**src/rtl/pkt_fifo_pkg.sv**
```systemverilog
package pkt_fifo_pkg;
  localparam int unsigned BYTE_W = 8;

  typedef struct packed {
    logic              eop;
    logic [BYTE_W-1:0] data;
  } tx_word_t;
endpackage

```
**src/rtl/pf_ctrl.sv**
```systemverilog
module pf_ctrl #(
  parameter int DEPTH = 64,
  parameter int AW    = $clog2(DEPTH),
  parameter int CW    = $clog2(DEPTH + 1)
) (
  input  logic          clk,
  input  logic          rst_n,
  input  logic          wr_req,
  input  logic          rd_ready,
  input  logic          flush,
  output logic          push,
  output logic          pop,
  output logic          wr_reject,
  output logic          rd_valid,
  output logic [AW-1:0] wr_ptr,
  output logic [AW-1:0] rd_ptr,
  output logic [CW-1:0] used_q,
  output logic [CW-1:0] used_d
);
  localparam bit POW2 = (DEPTH & (DEPTH - 1)) == 0;
  localparam logic [CW-1:0] FULL_CNT = CW'(DEPTH);

  logic          full;
  logic [AW-1:0] wr_nxt;
  logic [AW-1:0] rd_nxt;

  assign full      = (used_q == FULL_CNT);
  assign rd_valid  = (used_q != '0);
  assign push      = wr_req & ~full & ~flush;
  assign pop       = rd_valid & rd_ready & ~flush;
  assign wr_reject = wr_req & full & ~flush;

  generate
    if (POW2) begin : g_wrap_nat
      assign wr_nxt = wr_ptr + AW'(1);
      assign rd_nxt = rd_ptr + AW'(1);
    end else begin : g_wrap_cmp
      assign wr_nxt = (wr_ptr == AW'(DEPTH - 1)) ? '0 : wr_ptr + AW'(1);
      assign rd_nxt = (rd_ptr == AW'(DEPTH - 1)) ? '0 : rd_ptr + AW'(1);
    end
  endgenerate

  always_comb begin
    if (flush) begin
      used_d = '0;
    end else begin
      used_d = used_q;
      if (push && !pop) used_d = used_q + CW'(1);
      if (pop && !push) used_d = used_q - CW'(1);
    end
  end

  always_ff @(posedge clk or negedge rst_n) begin
    if (!rst_n) begin
      wr_ptr <= '0;
      rd_ptr <= '0;
      used_q <= '0;
    end else if (flush) begin
      wr_ptr <= '0;
      rd_ptr <= '0;
      used_q <= '0;
    end else begin
      if (push) wr_ptr <= wr_nxt;
      if (pop)  rd_ptr <= rd_nxt;
      used_q <= used_d;
    end
  end


  used_bound_chk: assert property (@(posedge clk) disable iff (!rst_n)
    used_q <= FULL_CNT);


  full_drop_chk: assert property (@(posedge clk) disable iff (!rst_n)
    (full && wr_req && !flush && !rd_ready) |=> (used_q == FULL_CNT && $stable(wr_ptr)));


  flush_empty_chk: assert property (@(posedge clk) disable iff (!rst_n)
    flush |=> (used_q == '0 && !rd_valid));
endmodule

```
**src/rtl/pf_store.sv**
```systemverilog
module pf_store
  import pkt_fifo_pkg::*;
#(
  parameter int DEPTH = 64,
  parameter int AW    = $clog2(DEPTH)
) (
  input  logic          clk,
  input  logic          we,
  input  logic [AW-1:0] wr_ptr,
  input  tx_word_t      wdata,
  input  logic [AW-1:0] rd_ptr,
  output tx_word_t      rdata
);
  tx_word_t mem [DEPTH];

  always_ff @(posedge clk) begin
    if (we) mem[wr_ptr] <= wdata;
  end

  assign rdata = mem[rd_ptr];
endmodule

```
**src/rtl/pf_flags.sv**
```systemverilog
module pf_flags #(
  parameter int CW = 7
) (
  input  logic          clk,
  input  logic          rst_n,
  input  logic          pop,
  input  logic          wr_reject,
  input  logic [CW-1:0] free_nxt,
  input  logic [CW-1:0] thr_level,
  input  logic          thr_ack,
  input  logic          ovf_ack,
  output logic          thr_irq,
  output logic          ovf
);
  logic irq_set;

  assign irq_set = pop && (free_nxt > thr_level);

  always_ff @(posedge clk or negedge rst_n) begin
    if (!rst_n) begin
      thr_irq <= 1'b0;
      ovf     <= 1'b0;
    end else begin
      thr_irq <= irq_set | (thr_irq & ~thr_ack);
      ovf     <= wr_reject | (ovf & ~ovf_ack);
    end
  end


  irq_cause_chk: assert property (@(posedge clk) disable iff (!rst_n)
    (!thr_irq && !pop) |=> !thr_irq);


  irq_sticky_chk: assert property (@(posedge clk) disable iff (!rst_n)
    (thr_irq && !thr_ack) |=> thr_irq);


  ovf_sticky_chk: assert property (@(posedge clk) disable iff (!rst_n)
    (ovf && !ovf_ack) |=> ovf);


  ovf_set_chk: assert property (@(posedge clk) disable iff (!rst_n)
    wr_reject |=> ovf);
endmodule

```
**src/rtl/pkt_tx_fifo.sv**
```systemverilog
module pkt_tx_fifo
  import pkt_fifo_pkg::*;
#(
  parameter  int DEPTH = 64,
  localparam int AW    = $clog2(DEPTH),
  localparam int CW    = $clog2(DEPTH + 1)
) (
  input  logic              clk_i,
  input  logic              rst_ni,
  input  logic              body_wr_i,
  input  logic              eop_wr_i,
  input  logic [BYTE_W-1:0] wr_byte_i,
  output logic              out_valid_o,
  input  logic              out_ready_i,
  output logic [BYTE_W-1:0] out_byte_o,
  output logic              out_eop_o,
  input  logic              flush_i,
  output logic [CW-1:0]     free_cnt_o,
  input  logic [CW-1:0]     thr_level_i,
  output logic              thr_irq_o,
  input  logic              thr_ack_i,
  output logic              ovf_o,
  input  logic              ovf_ack_i
);
  logic          push, pop, wr_reject, wr_req;
  logic [AW-1:0] wr_ptr, rd_ptr;
  logic [CW-1:0] used_q, used_d, free_nxt;
  tx_word_t      wword, rword;

  assign wr_req     = body_wr_i | eop_wr_i;
  assign wword.eop  = eop_wr_i;
  assign wword.data = wr_byte_i;
  assign free_nxt   = CW'(DEPTH) - used_d;
  assign free_cnt_o = CW'(DEPTH) - used_q;
  assign out_byte_o = rword.data;
  assign out_eop_o  = rword.eop;

  pf_ctrl #(.DEPTH(DEPTH), .AW(AW), .CW(CW)) u_ctrl (
    .clk      (clk_i),
    .rst_n    (rst_ni),
    .wr_req   (wr_req),
    .rd_ready (out_ready_i),
    .flush    (flush_i),
    .push     (push),
    .pop      (pop),
    .wr_reject(wr_reject),
    .rd_valid (out_valid_o),
    .wr_ptr   (wr_ptr),
    .rd_ptr   (rd_ptr),
    .used_q   (used_q),
    .used_d   (used_d)
  );

  pf_store #(.DEPTH(DEPTH), .AW(AW)) u_store (
    .clk   (clk_i),
    .we    (push),
    .wr_ptr(wr_ptr),
    .wdata (wword),
    .rd_ptr(rd_ptr),
    .rdata (rword)
  );

  pf_flags #(.CW(CW)) u_flags (
    .clk      (clk_i),
    .rst_n    (rst_ni),
    .pop      (pop),
    .wr_reject(wr_reject),
    .free_nxt (free_nxt),
    .thr_level(thr_level_i),
    .thr_ack  (thr_ack_i),
    .ovf_ack  (ovf_ack_i),
    .thr_irq  (thr_irq_o),
    .ovf      (ovf_o)
  );


  head_hold_chk: assert property (@(posedge clk_i) disable iff (!rst_ni)
    (out_valid_o && !out_ready_i && !flush_i) |=>
      (out_valid_o && $stable(out_byte_o) && $stable(out_eop_o)));


  free_step_chk: assert property (@(posedge clk_i) disable iff (!rst_ni)
    (!push && !pop && !flush_i) |=> $stable(free_cnt_o));
endmodule

```
**config.mk**
```make
export PLATFORM = sky130hd
export DESIGN_NAME = pkt_tx_fifo
export DESIGN_NICKNAME = d
export VERILOG_FILES = /design/src/rtl/pkt_fifo_pkg.sv /design/src/rtl/pf_ctrl.sv /design/src/rtl/pf_store.sv /design/src/rtl/pf_flags.sv /design/src/rtl/pkt_tx_fifo.sv
export SDC_FILE = /design/constraint.sdc
export NUM_CORES = 1
export LEC_CHECK = 0
export ABC_AREA = 1
export BUFFER_PORTS_ARGS = -buffer_cell sky130_fd_sc_hd__buf_2
export CAP_MARGIN = 20
export CORE_MARGIN = 5
export CORE_UTILIZATION = 25
export DETAILED_ROUTE_END_ITERATION = 7
export PLACE_DENSITY = 0.38
export SYNTH_ARGS = -nofsm -noshare
export SYNTH_HDL_FRONTEND = slang
export SYNTH_SLANG_ARGS = --single-unit
```
**constraint.sdc**
```tcl
create_clock -name clk_i -period 6.8 [get_ports clk_i]
set_clock_uncertainty 0.2 [all_clocks]
set_input_delay 0.68 -clock clk_i [delete_from_list [all_inputs] [get_ports clk_i]]
set_output_delay 0.68 -clock clk_i [all_outputs]
set_load 0.01 [all_outputs]
```
Yosys cells after proc, flatten, opt, wreduce, memory -nomap -nowiden
Memory sizes are Yosys's and may differ from the RTL's.
Cells that the tools add are included.

cells by class
  $add $sub $neg = 6
  order comparisons = 1
  equality and inequality tests = 1
  muxes and demuxes = 10
  bitwise gates (word level) = 15
  reductions and logical operators = 8

operator list
  kind                                              count
  two-way mux 7 bit                                 4
  two-way mux 6 bit                                 4
  subtractor 7 bit, first input constant            2
  adder 6 x 1 -> 6 bit, second input constant       2
  bitwise AND 1 bit                                 8
  adder 7 x 1 -> 7 bit, second input constant       1
  equality test 7 bit, second input constant        1
  > comparator 7 bit                                1
  nonzero test 7 bit                                1
  subtractor 7 x 1 -> 7 bit, second input constant  1
  NOT 1 bit                                         4
  nonzero test 2 bit                                2
  logical AND 1 bit                                 3
  bitwise OR 1 bit                                  3
  logical NOT 1 bit                                 2
  two-way mux 1 bit                                 2

storage, ports and cells
  register bits after elaboration = 21
  bits in writable memories = 576
  input port bits = 23
  output and inout bits = 19
  word-level logic and storage cells = 47
  memories kept = 1

memory list
  memory       depth  width  rd ports  clocked after memory_dff  wr ports  line            RTL
  u_store.mem  64     9      1         0                         1         pf_store.sv:14  tx_word_t mem [DEPTH];

Longest topological paths before layout
Gate-level depths: netlist of the first run.

  depth after elaboration = 12
  mapped depth = 24
  depth with buffers taken out = 24

Hierarchy
From an unflattened synthesis of the first run, not the netlist that was laid out.

second synthesis, totals
  cells, all modules = 2285
  area total of the unflattened synthesis = 25618.3 um^2

by module, submodules not included
  module       instances  cells an instance  area each (um^2)  sequential area each (um^2)
  pf_store     1          2007               23618.9           17296.6
  pf_ctrl      1          190                1470.2            475.5
  pf_flags     1          43                 282.8             50.0
  pkt_tx_fifo  1          45                 246.5             0.0

Worst setup path before layout of the first run
No wires, ideal clock.

  path type = reg-to-reg
  start = register u_ctrl.used_q[0]
  end = register u_flags.thr_irq
  setup time = 0.126 ns
  arrival = 2.916 ns
  data required time = 6.474 ns
  slack = 3.558 ns
  cell stages (with the launch flop) = 23
  clock period less this slack = 3.242 ns
  cell sequence = dfrtp_1 -> inv_1 -> ha_1 -> inv_1 -> nor2_2 -> nand3_4 -> nand3_4 -> inv_2 -> nand2_4 -> a21oi_1 -> nor2_2 -> inv_1 -> ha_1 -> inv_1 -> xor2_1 -> inv_1 -> ha_1 -> nand2_1 -> nor2_1 -> a211oi_1 -> o221ai_1 -> nand2_1 -> o21ai_0

on the way
  word-level cells in the longest chain between the ends = 12

RTL lines
  what                              line               RTL
  start: declaration                pf_ctrl.sv:17      output logic [CW-1:0] used_q,
  start signal: assignment          pf_ctrl.sv:65      used_q <= used_d;
  nonzero test 7 bit *              pf_ctrl.sv:28      assign rd_valid = (used_q != '0);
  via out_valid_o                   pkt_tx_fifo.sv:13  output logic out_valid_o,
  bitwise AND 1 bit * (2 in a row)  pf_ctrl.sv:30      assign pop = rd_valid & rd_ready & ~flush;
  logical NOT 1 bit                 pf_ctrl.sv:48      if (push && !pop) used_d = used_q + CW'(1);
  logical AND 1 bit                 pf_ctrl.sv:48
  two-way mux 7 bit                 pf_ctrl.sv:48
  two-way mux 7 bit                 pf_ctrl.sv:49      if (pop && !push) used_d = used_q - CW'(1);
  two-way mux 7 bit                 pf_ctrl.sv:44      if (flush) begin
  subtractor 7 bit                  pkt_tx_fifo.sv:33  assign free_nxt = CW'(DEPTH) - used_d;
  > comparator 7 bit                pf_flags.sv:17     assign irq_set = pop && (free_nxt > thr_level);
  logical AND 1 bit *               pf_flags.sv:17
  bitwise OR 1 bit *                pf_flags.sv:24     thr_irq <= irq_set | (thr_irq & ~thr_ack);
  end signal: assignment            pf_flags.sv:24
  end: declaration                  pf_flags.sv:12     output logic thr_irq,

Mark *: on every way through the listed nets, which the timed path passes. The rest lies on a longest branch.
A chain may end at the register's enable or synchronous reset.

Worst setup path after layout of the first run
  start = register u_ctrl.rd_ptr[0]
  end = output port out_byte_o[1]

on the way
  word-level cells in the longest chain between the ends = 1

RTL lines
  what                      line               RTL
  start: declaration        pf_ctrl.sv:16      output logic [AW-1:0] rd_ptr,
  start signal: assignment  pf_ctrl.sv:64      if (pop) rd_ptr <= rd_nxt;
  memory read (64 x 9 bit)  --
  end: declaration          pkt_tx_fifo.sv:15  output logic [BYTE_W-1:0] out_byte_o,

Every way passes these cells.

==> key figures, run 1 <==
Status
  – Status: completed

Timing
  – Final period util: 70.9%
  – Unrepaired setup endpoints after global routing: no
  – Final hold slack: around 0.049 ns
  – Worst-Margin Slew: 1.07 ns
  – Max Freq: between 200 and 250 MHz
  – Tmin final: between 4 and 5 ns
  – Final Hold Fails: 0
  – Setup violators final: 0
  – Slew HR: 28.5%
  – Fin. max-slew vios: 0
  – Setup TNS: 0 ns

Cells and area
  – Syn-to-layout area delta: 14.9%
  – ANT cells: 0
  – Proportion of layout cells with a drive suffix above 1: under 10%
  – Fill cells: about 10,000
  – Fin nets: between 2,000 and 2,500

Synth
  – Mean Syn Cell Area: around 12 µm²
  – Post-Synthesis Cells: 2,036
  – #FFs+latches synth: between 500 and 600
  – Ys Warns: 0
  – Top_reg_cell synth: edfxtp_1
  – Asr flop ratio synth: about 3.5%
  – Post-Syn Nets: between 2,000 and 2,500
  – Synth cell types: 37
  – Mapped cell area: ~25,000 µm²
  – Sequential area share after synthesis: between 70% and 80%
  – Number of flops mapped to enable cells by yosys: 576

Floorplanning
  – Ports: between 40 and 50
  – Initial core utilization: between 20% and 30%
  – Placeable Area: roughly 98,000 µm²
  – Die Y: about 320 µm
  – Num rows: roughly 120
  – Die area: between 100,000 and 150,000 µm²
  – Chip Width: roughly 320 µm

Worst setup path
  – R2R setup slack: between 3 and 4 ns
  – Reg2reg start: u_ctrl.used_q[0]
  – Startpoint Class: flop
  – CP bufs+invs: 3
  – Arrival @ worst endpoint: 3.94 ns
  – CP Launch Point: u_ctrl.rd_ptr[0]
  – Worst path cell trace: inv_6 > buf_4 > nand2_1 > nand3_1 > nand3_1 > o211ai_1 > nand3_1 > o21ai_1 > nand2_1 > nand2_1 > buf_2
  – Crit path kind: reg2out
  – Crit path max fanout: around 110
  – CP endpoint kind: output pin
  – Reg2Reg Depth: 23
  – Critical Path Max Stage Delay: ~0.7 ns
  – Required @ worst endpoint: 5.92 ns
  – Slowest cell on crit path: inv_6
  – RR Endpoint: u_flags.thr_irq
  – Crit path max-delay family: buffers and inverters

Routing
  – DR vias: around 16,000
  – Initial DRC Count: 1,145
  – Residual DRC: 0
  – First-pass iteration count of the detailed router: 5
  – WL final: roughly 77 mm
  – Via density: ~4.6
  – WL per Instance: around 22 µm
  – Post-route ant nets: 0

Min path
  – Hold Path Stages: 2
  – Hold path start: thr_ack_i
  – Hold worst-path end: u_flags.thr_irq
  – HP Class: in2reg

CTS
  – Cts hold-fix bufs: 1
  – Worst-path clk slew: ~0.060 ns
  – Worst-Skew Late Latency: ~0.60 ns
  – Setup Buffers After CTS: 0
  – CTS Buf Count: 69
  – CTS tree: yes
  – Largest buffer count on any clock path: 3
  – Cts repair resizes: 0
  – H-tree levels: 3
  – Clock tree sinks: approximately 600
  – Clk root buf: clkbuf_16

Power and ir drop
  – Leak: just under 10 nW
  – Peak VDD IR: between 150 and 200 µV
  – Power Density: 322 nW/µm²

Global route
  – Global-route wire length before repair: about 110 mm
  – Initial antenna violation count: 1
  – Total GRT Usage: 14.2%
  – Global route overflow: 0
  – Largest net degree at the start of global routing: approximately 170
  – Vias in the first global route: roughly 16,000

Placement
  – PortBufs: between 40 and 50
  – Dpl hpwl: between 40 and 50 mm
  – Routability Congestion: around 0.79

Flow run
  – # Max-Cap Violations: 0
[cells by family (layout without fill, tap and decap cells)]
logic type               after synthesis  count (layout)  synth area share, %
adder cells (fa/ha/maj)               13              13                0.656
buffers and inverters                184             267                 3.20
flip-flops                           597             597                 71.9
XOR/XNOR                              13              13                0.459
AO/OA/AOI/OAI                        422             422                 9.39
AND/OR/NAND/NOR                      762             762                 12.6
multiplexers                          45              45                 1.82
[registers in the layout, indices dropped and copies added, names as in the netlist]
name / flops
u_ctrl.rd_ptr: 6
u_ctrl.used_q: 7
u_ctrl.wr_ptr: 6
u_flags.ovf: 1
u_flags.thr_irq: 1
u_store.mem: 576
[stage by stage]
step	instances	total power (W)	utilization (%)	cell area (µm²)	worst slack, ns
global placement	3279	0.00574	26.7	26300	2.49
global route	3406	0.00959	28.9	28500	1.74
finish	3406	0.00916	28.9	28500	1.98
detailed placement	3279	0.00574	26.7	26300	2.47
CTS	3403	0.00930	28.9	28400	1.73
floorplan	2036	0.00514	-	24800	3.56
[worst max path at each step]
stage | to | depth (start not counted)
after CTS | out_byte_o[1] | 10
after floorplan | u_flags.thr_irq | 22
final | out_byte_o[1] | 11
after detailed placement | out_byte_o[1] | 10
after global placement | out_byte_o[0] | 10
after global routing | out_byte_o[2] | 11
[placed cells by master (no fill, tap or decap), types with 3 or more instances in the layout]
cell        netlist  final
o211ai_1         19     19
o22ai_1          66     66
clkinv_2          0      7
a21oi_1         128    128
nand4_1          11     11
inv_6             0      3
edfxtp_1        576    576
nor2_2            4      3
inv_2             4      4
o21ai_0         166    166
nand2_1         473    472
clkinv_1          1     17
buf_4             4     29
nand2_2           6      7
xor2_1            8      8
a211oi_1         28     28
o21ai_1          10     10
nor2_1          186    186
ha_1             13     13
nand3_1          68     68
clkbuf_16         0     72
mux2i_1          45     45
nand3_4           3      3
dfrtp_1          21     19
clkbuf_1         50     20
inv_1            63     61
nor2_4            4      5
clkinvlp_4        0      3
buf_2            50     41
xnor2_1           5      5
nand2_4           3      3
[worst reg2reg max path: stages, from the launching register on]
cell,delay (ns)
dfrtp_1,0.50
inv_1,0.16
ha_1,0.32
nand2_1,0.09
inv_1,0.06
nand3_4,0.07
nand2_4,0.09
inv_4,0.21
nand2_8,0.10
nand3_1,0.10
nand2_1,0.06
nor2_2,0.20
inv_1,0.10
ha_1,0.20
inv_1,0.09
xor2_1,0.16
inv_1,0.06
ha_1,0.28
nand2_1,0.08
nor2_1,0.04
a211oi_1,0.20
o221ai_1,0.14
nand2_1,0.08
o21ai_0,0.07
[cell usage after synthesis (2+ instances only)]
master,number,area (µm²)
a211oi_1,28,210
a21oi_1,128,641
a21oi_2,2,17.5
buf_1,8,30.0
buf_2,50,250
buf_4,4,30.0
buf_6,3,33.8
clkbuf_1,50,188
dfrtp_1,21,526
edfxtp_1,576,17300
ha_1,13,163
inv_1,63,236
inv_2,4,15.0
mux2i_1,45,450
nand2_1,473,1780
nand2_2,6,37.5
nand2_4,3,33.8
nand3_1,68,340
nand3_4,3,52.6
nand4_1,11,68.8
nor2_1,186,698
nor2_2,4,25.0
nor2_4,4,45.0
nor3_1,2,10.0
o211ai_1,19,143
o21ai_0,166,831
o21ai_1,10,50.1
o22ai_1,66,413
xnor2_1,5,43.8
xor2_1,8,70.1
[per-layer routing]
layer,wire length [µm],vias to the layer above,GRT usage (%)
li1,-,7364,-
met1,36400,7965,20.0
met2,35100,320,22.7
met3,3340,105,2.61
met4,1760,0,3.47
met5,0,-,0
[power by group]
part	internal, W	switching, W	total [W]
sequential	0.00407	0.0000529	0.00412
clock	0.00202	0.00151	0.00353
combinational	0.000424	0.00108	0.00150
[area by class of cell]
type                    count  area [µm²]  share of cell area (%)
flip-flops and latches    597       17800                    62.6
clock inverters            31         228                   0.799
clock buffers              92        1880                    6.59
well taps                1287        1610                    5.65
repair buffers             75         495                    1.74
multi-input cells        1255        6180                    21.7
inverters                  69         267                   0.936
Note: power is estimated with default switching activity, not from simulation.
==> run 2: changes to the inputs <==
- clock period: 6.8 -> 5 ns (I/O delays scaled with it)
==> run 2 against run 1 <==
Net effect:
- via count grew 0.25%
- final cell count increased by 2.1%
- register-to-register slack worse by 1.7 ns
- design area is 1.8% higher
- critical path depth is the same
- sequential share of layout area decreased by 1.1 points
- flip-flop and latch count did not move
- largest power group unchanged
- highest routed layer unchanged
==> key figures, run 2 (same netlist as run 1, synthesis figures left out) <==
Status
  – Status: completed

Worst setup path
  – Crit path kind: reg2out
  – Worst path cell trace: inv_6 > buf_4 > o21ai_0 > o22ai_1 > nand2_1 > nand2_1 > nand3_1 > o21ai_1 > nand2_1 > nand2_1 > buf_2
  – Most used cell, CP: nand2_1
  – CP Launch Point: u_ctrl.rd_ptr[0]
  – Critical Path Max Stage Delay: roughly 0.64 ns
  – Slowest cell on crit path: dfrtp_4
  – Reg2reg start: u_ctrl.used_q[0]
  – Startpoint Class: flop
  – CP endpoint kind: output pin
  – Arrival @ worst endpoint: 3.51 ns
  – Crit path max fanout: 71
  – Required @ worst endpoint: 4.30 ns

Min path
  – HP Class: in2reg
  – Hold path start: flush_i

Timing
  – Setup TNS: 0 ns
  – Unrepaired setup endpoints after global routing: no
  – Final period util: between 80% and 90%
  – Final Hold Fails: 0
  – Setup violators final: 0
  – Fin. max-slew vios: 0
  – Final setup margin: about 0.8 ns
  – Tmin final: 4.21 ns
  – Slew HR: a little under a quarter
  – Worst-Margin Slew: 1.15 ns
  – Max Freq: approximately 240 MHz

CTS
  – H-tree levels: 3
  – Cts repair resizes: 0
  – Worst-Skew Late Latency: slightly below 0.6 ns
  – CTS Buf Count: 70
  – CTS tree: yes
  – Clk root buf: clkbuf_16
  – Worst-path clk slew: about 0.060 ns
  – Largest buffer count on any clock path: 3
  – Clock tree sinks: roughly 600

Cells and area
  – Fin cells: between 3,000 and 4,000
  – Proportion of layout cells with a drive suffix above 1: 12.0%
  – Largest register FFs: 576
  – Commonest non-fill, non-tap cell in the layout: edfxtp_1
  – Most frequent cells in the layout: edfxtp_1, nand2_1, nor2_1
  – Largest regs: u_store.mem (576), u_ctrl.used_q (7)
  – Syn-to-layout area delta: 16.9%
  – Fin nets: 2,172
  – Largest Register: u_store.mem

Global route
  – Total GRT Usage: between 10 and 15%
  – Global-route wire length before repair: about 110 mm
  – Largest net degree at the start of global routing: roughly 150
  – Initial antenna violation count: 0
  – Vias in the first global route: around 16,000
  – Global route overflow: 0

Routing
  – DR vias: around 16,000
  – First-pass iteration count of the detailed router: 5
  – WL final: between 70 and 80 mm
  – Residual DRC: 0
  – Initial DRC Count: between 1,000 and 1,500
  – Via density: 4.54
  – WL per Instance: approximately 22 µm
  – Post-route ant nets: 0

Power and ir drop
  – Peak VDD IR: 198 µV
  – Tot Pwr: ~0.012 W
  – Leak: roughly 10 nW
  – Power Density: 428 nW/µm²

Floorplanning
  – Placeable Area: between 90,000 and 100,000 µm²
  – Initial core utilization: around 25%
  – Die Y: 325 µm
  – Die area: approximately 110,000 µm²
  – Chip Width: around 320 µm
  – Num rows: 115
  – Ports: 42

Flow run
  – # Max-Cap Violations: 0

Placement
  – Cells after DPL: roughly 3,300
  – Routability Congestion: ~0.79
  – PortBufs: 41
  – Pre-CTS WS: ~1.3 ns
  – Dpl hpwl: between 40 and 50 mm
run 2: cell count changes in the layout (fill, tap and decap cells not counted), sizes merged:
cell / change
dlygate4sd3: +3
clkinv: +2
diode: +3
clkinvlp: -2
buf: +65
run 2: cell type report:
type | instances | area [µm²]
Multi-Input combinational cell | 1255 | 6180
Timing Repair Buffer | 143 | 1010
Clock inverter | 31 | 234
Sequential cell | 597 | 17800
Inverter | 69 | 267
Tap cell | 1287 | 1610
Fill cell | 10100 | 69400
Antenna cell | 3 | 7.51
Clock buffer | 92 | 1860
run 2: power by group:
part / switching [W] / internal [W] / leakage, nW / total (W)
registers: 0.0000806 / 0.00553 / 5.46 / 0.00561
logic: 0.00145 / 0.000589 / 3.67 / 0.00204
clock network: 0.00203 / 0.00272 / 1.02 / 0.00476
total: 0.00357 / 0.00885 / 10.2 / 0.0124
run 2: worst paths after layout:
path / to / cells past startpoint / slack [ns]
hold reg to reg: u_flags.thr_irq / 2 / 0.35
setup / recovery: out_byte_o[2] / 11 / 0.79
min in group asynchronous: u_ctrl.used_q[3] / 2 / 0.22
hold / removal: u_ctrl.used_q[1] / 4 / 0.11
setup reg to reg: u_flags.thr_irq / 22 / 1.31
max in group asynchronous: u_ctrl.rd_ptr[0] / 2 / 3.96
run 2: through the flow:
stage / hold WS [ns] / util (%) / area [µm²]
after global routing: 0.0892 / 29.4 / 29000
after CTS: 0.0627 / 29.4 / 29000
after floorplan: 0.00441 / - / 24800
final: 0.109 / 29.5 / 29000
after global placement: 0.329 / 27.3 / 26800
after detailed placement: 0.339 / 27.3 / 26800
run 2: per-layer routing:
layer  track usage [%]  up-vias  wire length, µm
met1              19.6     7844            34900
met5                 0        -                0
met4              3.27        0             1580
li1                  -     7502                -
met2              22.4      358            35100
met3              2.86       90             3880
run 2: worst max-delay path: cells and delay by family (launching register included):
family | cells | cell delay (ns)
flip-flops | 1 | 0.64
AND/OR/NAND/NOR | 5 | 0.50
buffers and inverters | 3 | 1.28
AO/OA/AOI/OAI | 3 | 0.44
run 2: repair_timing:
action | 4_1_cts | 5_1_grt
setup endpoints to repair | 0 | 0
hold buffers | 4 | 0
endpoints found under the hold margin | 23 | 0
buffers inserted | 0 | 0
==> run 3: changes to the inputs <==
- ABC_AREA: 1 -> 0
- PLACE_DENSITY: 0.38 -> 0.39
- clock period: 5 -> 3.4 ns (I/O delays scaled with it)
==> run 3 against run 2 <==
Net effect:
- highest routed layer unchanged
- the flow now finishes with violations (setup timing)
- synthesized area shrank 3.2%
- critical path type unchanged
- final cell count shrank 20%
- critical path depth shrank 4
- worst hold slack lost 0.072 ns
- combinational power grew 82%
==> key figures, run 3 <==
Power and ir drop
  – Tot Pwr: 0.0192 W
  – Peak VDD IR: between 300 and 400 µV
  – Leak: approximately 9.3 nW
  – Power Density: about 650 nW/µm²

Timing
  – Max Freq: between 200 and 300 MHz
  – Fin. max-slew vios: 0
  – Tmin final: about 3.8 ns
  – Final setup margin: -0.399 ns
  – Setup TNS: -3.60 ns
  – Worst-Margin Slew: approximately 1.0 ns
  – Setup violators final: 10
  – Final period util: 112%
  – Slew HR: between 20% and 30%
  – Unrepaired setup endpoints after global routing: yes
  – Final Hold Fails: 0
  – Final hold slack: between 0.03 and 0.04 ns

Floorplanning
  – Ports: 42
  – Num rows: 113
  – Initial core utilization: roughly a quarter
  – Placeable Area: between 90,000 and 100,000 µm²
  – Die Y: roughly 320 µm
  – Chip Width: about 320 µm
  – Die area: 102,000 µm²

Global route
  – Total GRT Usage: between 10% and 20%
  – Vias in the first global route: 12,900
  – Global-route wire length before repair: between 90 and 100 mm
  – Global route overflow: 0
  – Largest net degree at the start of global routing: 65
  – Initial antenna violation count: 1

Worst setup path
  – CP endpoint kind: output pin
  – Required @ worst endpoint: 2.86 ns
  – Reg2reg start: u_ctrl.used_q[0]
  – Startpoint Class: flop
  – Arrival @ worst endpoint: about 3.3 ns
  – Crit path kind: reg2out
  – Crit path max fanout: 8
  – Reg2Reg Depth: 18
  – CP Launch Point: u_ctrl.rd_ptr[0]

CTS
  – Largest buffer count on any clock path: 3
  – CTS Buf Count: slightly below 70
  – Worst-path clk slew: about 0.060 ns
  – Worst-Skew Late Latency: 0.61 ns
  – Clk root buf: clkbuf_16
  – H-tree levels: 3
  – CTS tree: yes
  – Clock tree sinks: 597

Synth
  – Ys Warns: 0
  – Number of flops mapped to enable cells by yosys: about 580
  – Top-count cell post-synth: edfxtp_1
  – Post-Syn Nets: 1,271
  – Asr flop ratio synth: 3.52%
  – Mapped cell area: around 24,000 µm²
  – Top_reg_cell synth: edfxtp_1
  – Sequential area share after synthesis: between 70% and 80%
  – Top-area cell type share of the netlist area: 72.1%
  – Cell accounting for the most synthesized area: edfxtp_1
  – Top cells by area, synth: edfxtp_1, mux4_2, mux2i_1
  – #FFs+latches synth: between 500 and 600
  – Mean Syn Cell Area: just under 20 µm²
  – Post-synth top cells: edfxtp_1, mux4_2, nor2_1
  – Post-Synthesis Cells: 1,235
  – Synth cell types: 52

Status
  – Failing checks: setup timing
  – Status: finished with violations

Cells and area
  – ANT cells: 0
  – Syn-to-layout area delta: 23.7%
  – Largest Register: u_store.mem
  – Largest regs: u_store.mem (576), u_ctrl.used_q (7)
  – Largest register FFs: ~580
  – Proportion of layout cells with a drive suffix above 1: 32.7%
  – Most frequent cells in the layout: edfxtp_1, mux4_2, buf_4
  – Commonest non-fill, non-tap cell in the layout: edfxtp_1
  – Fin cells: roughly 2,800
  – Fin nets: 1,486

Routing
  – First-pass iteration count of the detailed router: 5
  – Via density: approximately 4.5
  – Initial DRC Count: ~900
  – Post-route ant nets: 0
  – WL per Instance: around 24 µm
  – WL final: between 60 and 70 mm
  – DR vias: between 10,000 and 15,000
  – Residual DRC: 0

Min path
  – HP Class: in2reg
  – Hold path start: wr_byte_i[7]
  – Hold Path Stages: 1

Placement
  – Cells after DPL: approximately 2,600
  – Pre-CTS WS: -0.260 ns
  – PortBufs: 41
  – Routability Congestion: 0.755
  – Dpl hpwl: between 40 and 50 mm

Flow run
  – # Max-Cap Violations: 0
==> run 3: cell count changes after synthesis, sizes merged, moves of 63 or more <==
cell	before	now
nand2	483	36
o21ai	176	29
mux4	0	135
a21oi	130	25
nor2	194	125
nand3	71	8
==> run 3: worst max-delay path: stages (launching register included) <==
cell	delay [ns]
dfrtp_4	0.45
buf_12	0.16
buf_12	0.13
buf_16	0.15
mux4_2	0.49
mux4_2	0.53
mux4_2	0.57
buf_6	0.16
==> run 3: cells by family after synthesis <==
| kind of cell | share of synthesized area (%) |
|---|---|
| mux | 16.0 |
| xor+xnor | 0.657 |
| simple gates | 4.06 |
| flops | 74.3 |
| buf+inv | 1.56 |
| fa+ha+maj | 0.678 |
| compound gates | 2.82 |
==> run 3: worst paths after layout <==
check / endpoint / slack (ns)
worst max register to register: u_flags.thr_irq / -0.22
min in group asynchronous: u_flags.ovf / 0.09
worst max-delay path: out_byte_o[1] / -0.40
max in group asynchronous: u_ctrl.rd_ptr[0] / 2.44
worst min register to register: u_flags.thr_irq / 0.33
worst min-delay path: u_store.mem[24][7] / 0.04
==> run 3: through the flow <==
stage          util [%]  area, µm²
2_1_floorplan         -      24000
3_3_place_gp       28.1      26700
3_5_place_dp       28.1      26700
4_1_cts            31.1      29600
5_1_grt            31.2      29700
6_report           31.2      29700
==> run 3: layout make-up <==
cell class / count / area [µm²]
Fill cell: 9232 / 65500
Inverter: 12 / 45.0
Clock buffer: 90 / 1870
Timing Repair Buffer: 208 / 1960
Multi-Input combinational cell: 562 / 5990
Sequential cell: 597 / 17800
Tap cell: 1265 / 1580
Clock inverter: 35 / 392
==> run 3: power by group <==
part	switching (W)	total [W]	internal, W
Combinational	0.00178	0.00372	0.00193
Clock	0.00301	0.00738	0.00437
Sequential	0.0000337	0.00815	0.00811
Total	0.00483	0.0192	0.0144
==> run 3: timing repair <==
action                                  in CTS  in global routing
hold buffers                                 6                  0
cloned                                       5                  0
buffers inserted                            29                  4
resized for setup                           34                 34
hold endpoints to repair                    35                  0
endpoints found under the setup margin      10                 20
pin swaps                                   15                 17
==> run 3: routing by layer <==
layer / routed length (µm) / vias to the layer above / global-route usage (%)
li1: - / 5453 / -
met3: 2450 / 78 / 2.36
met1: 31700 / 6596 / 18.7
met5: 0 / - / 0
met2: 31500 / 249 / 20.5
met4: 1210 / 0 / 2.81
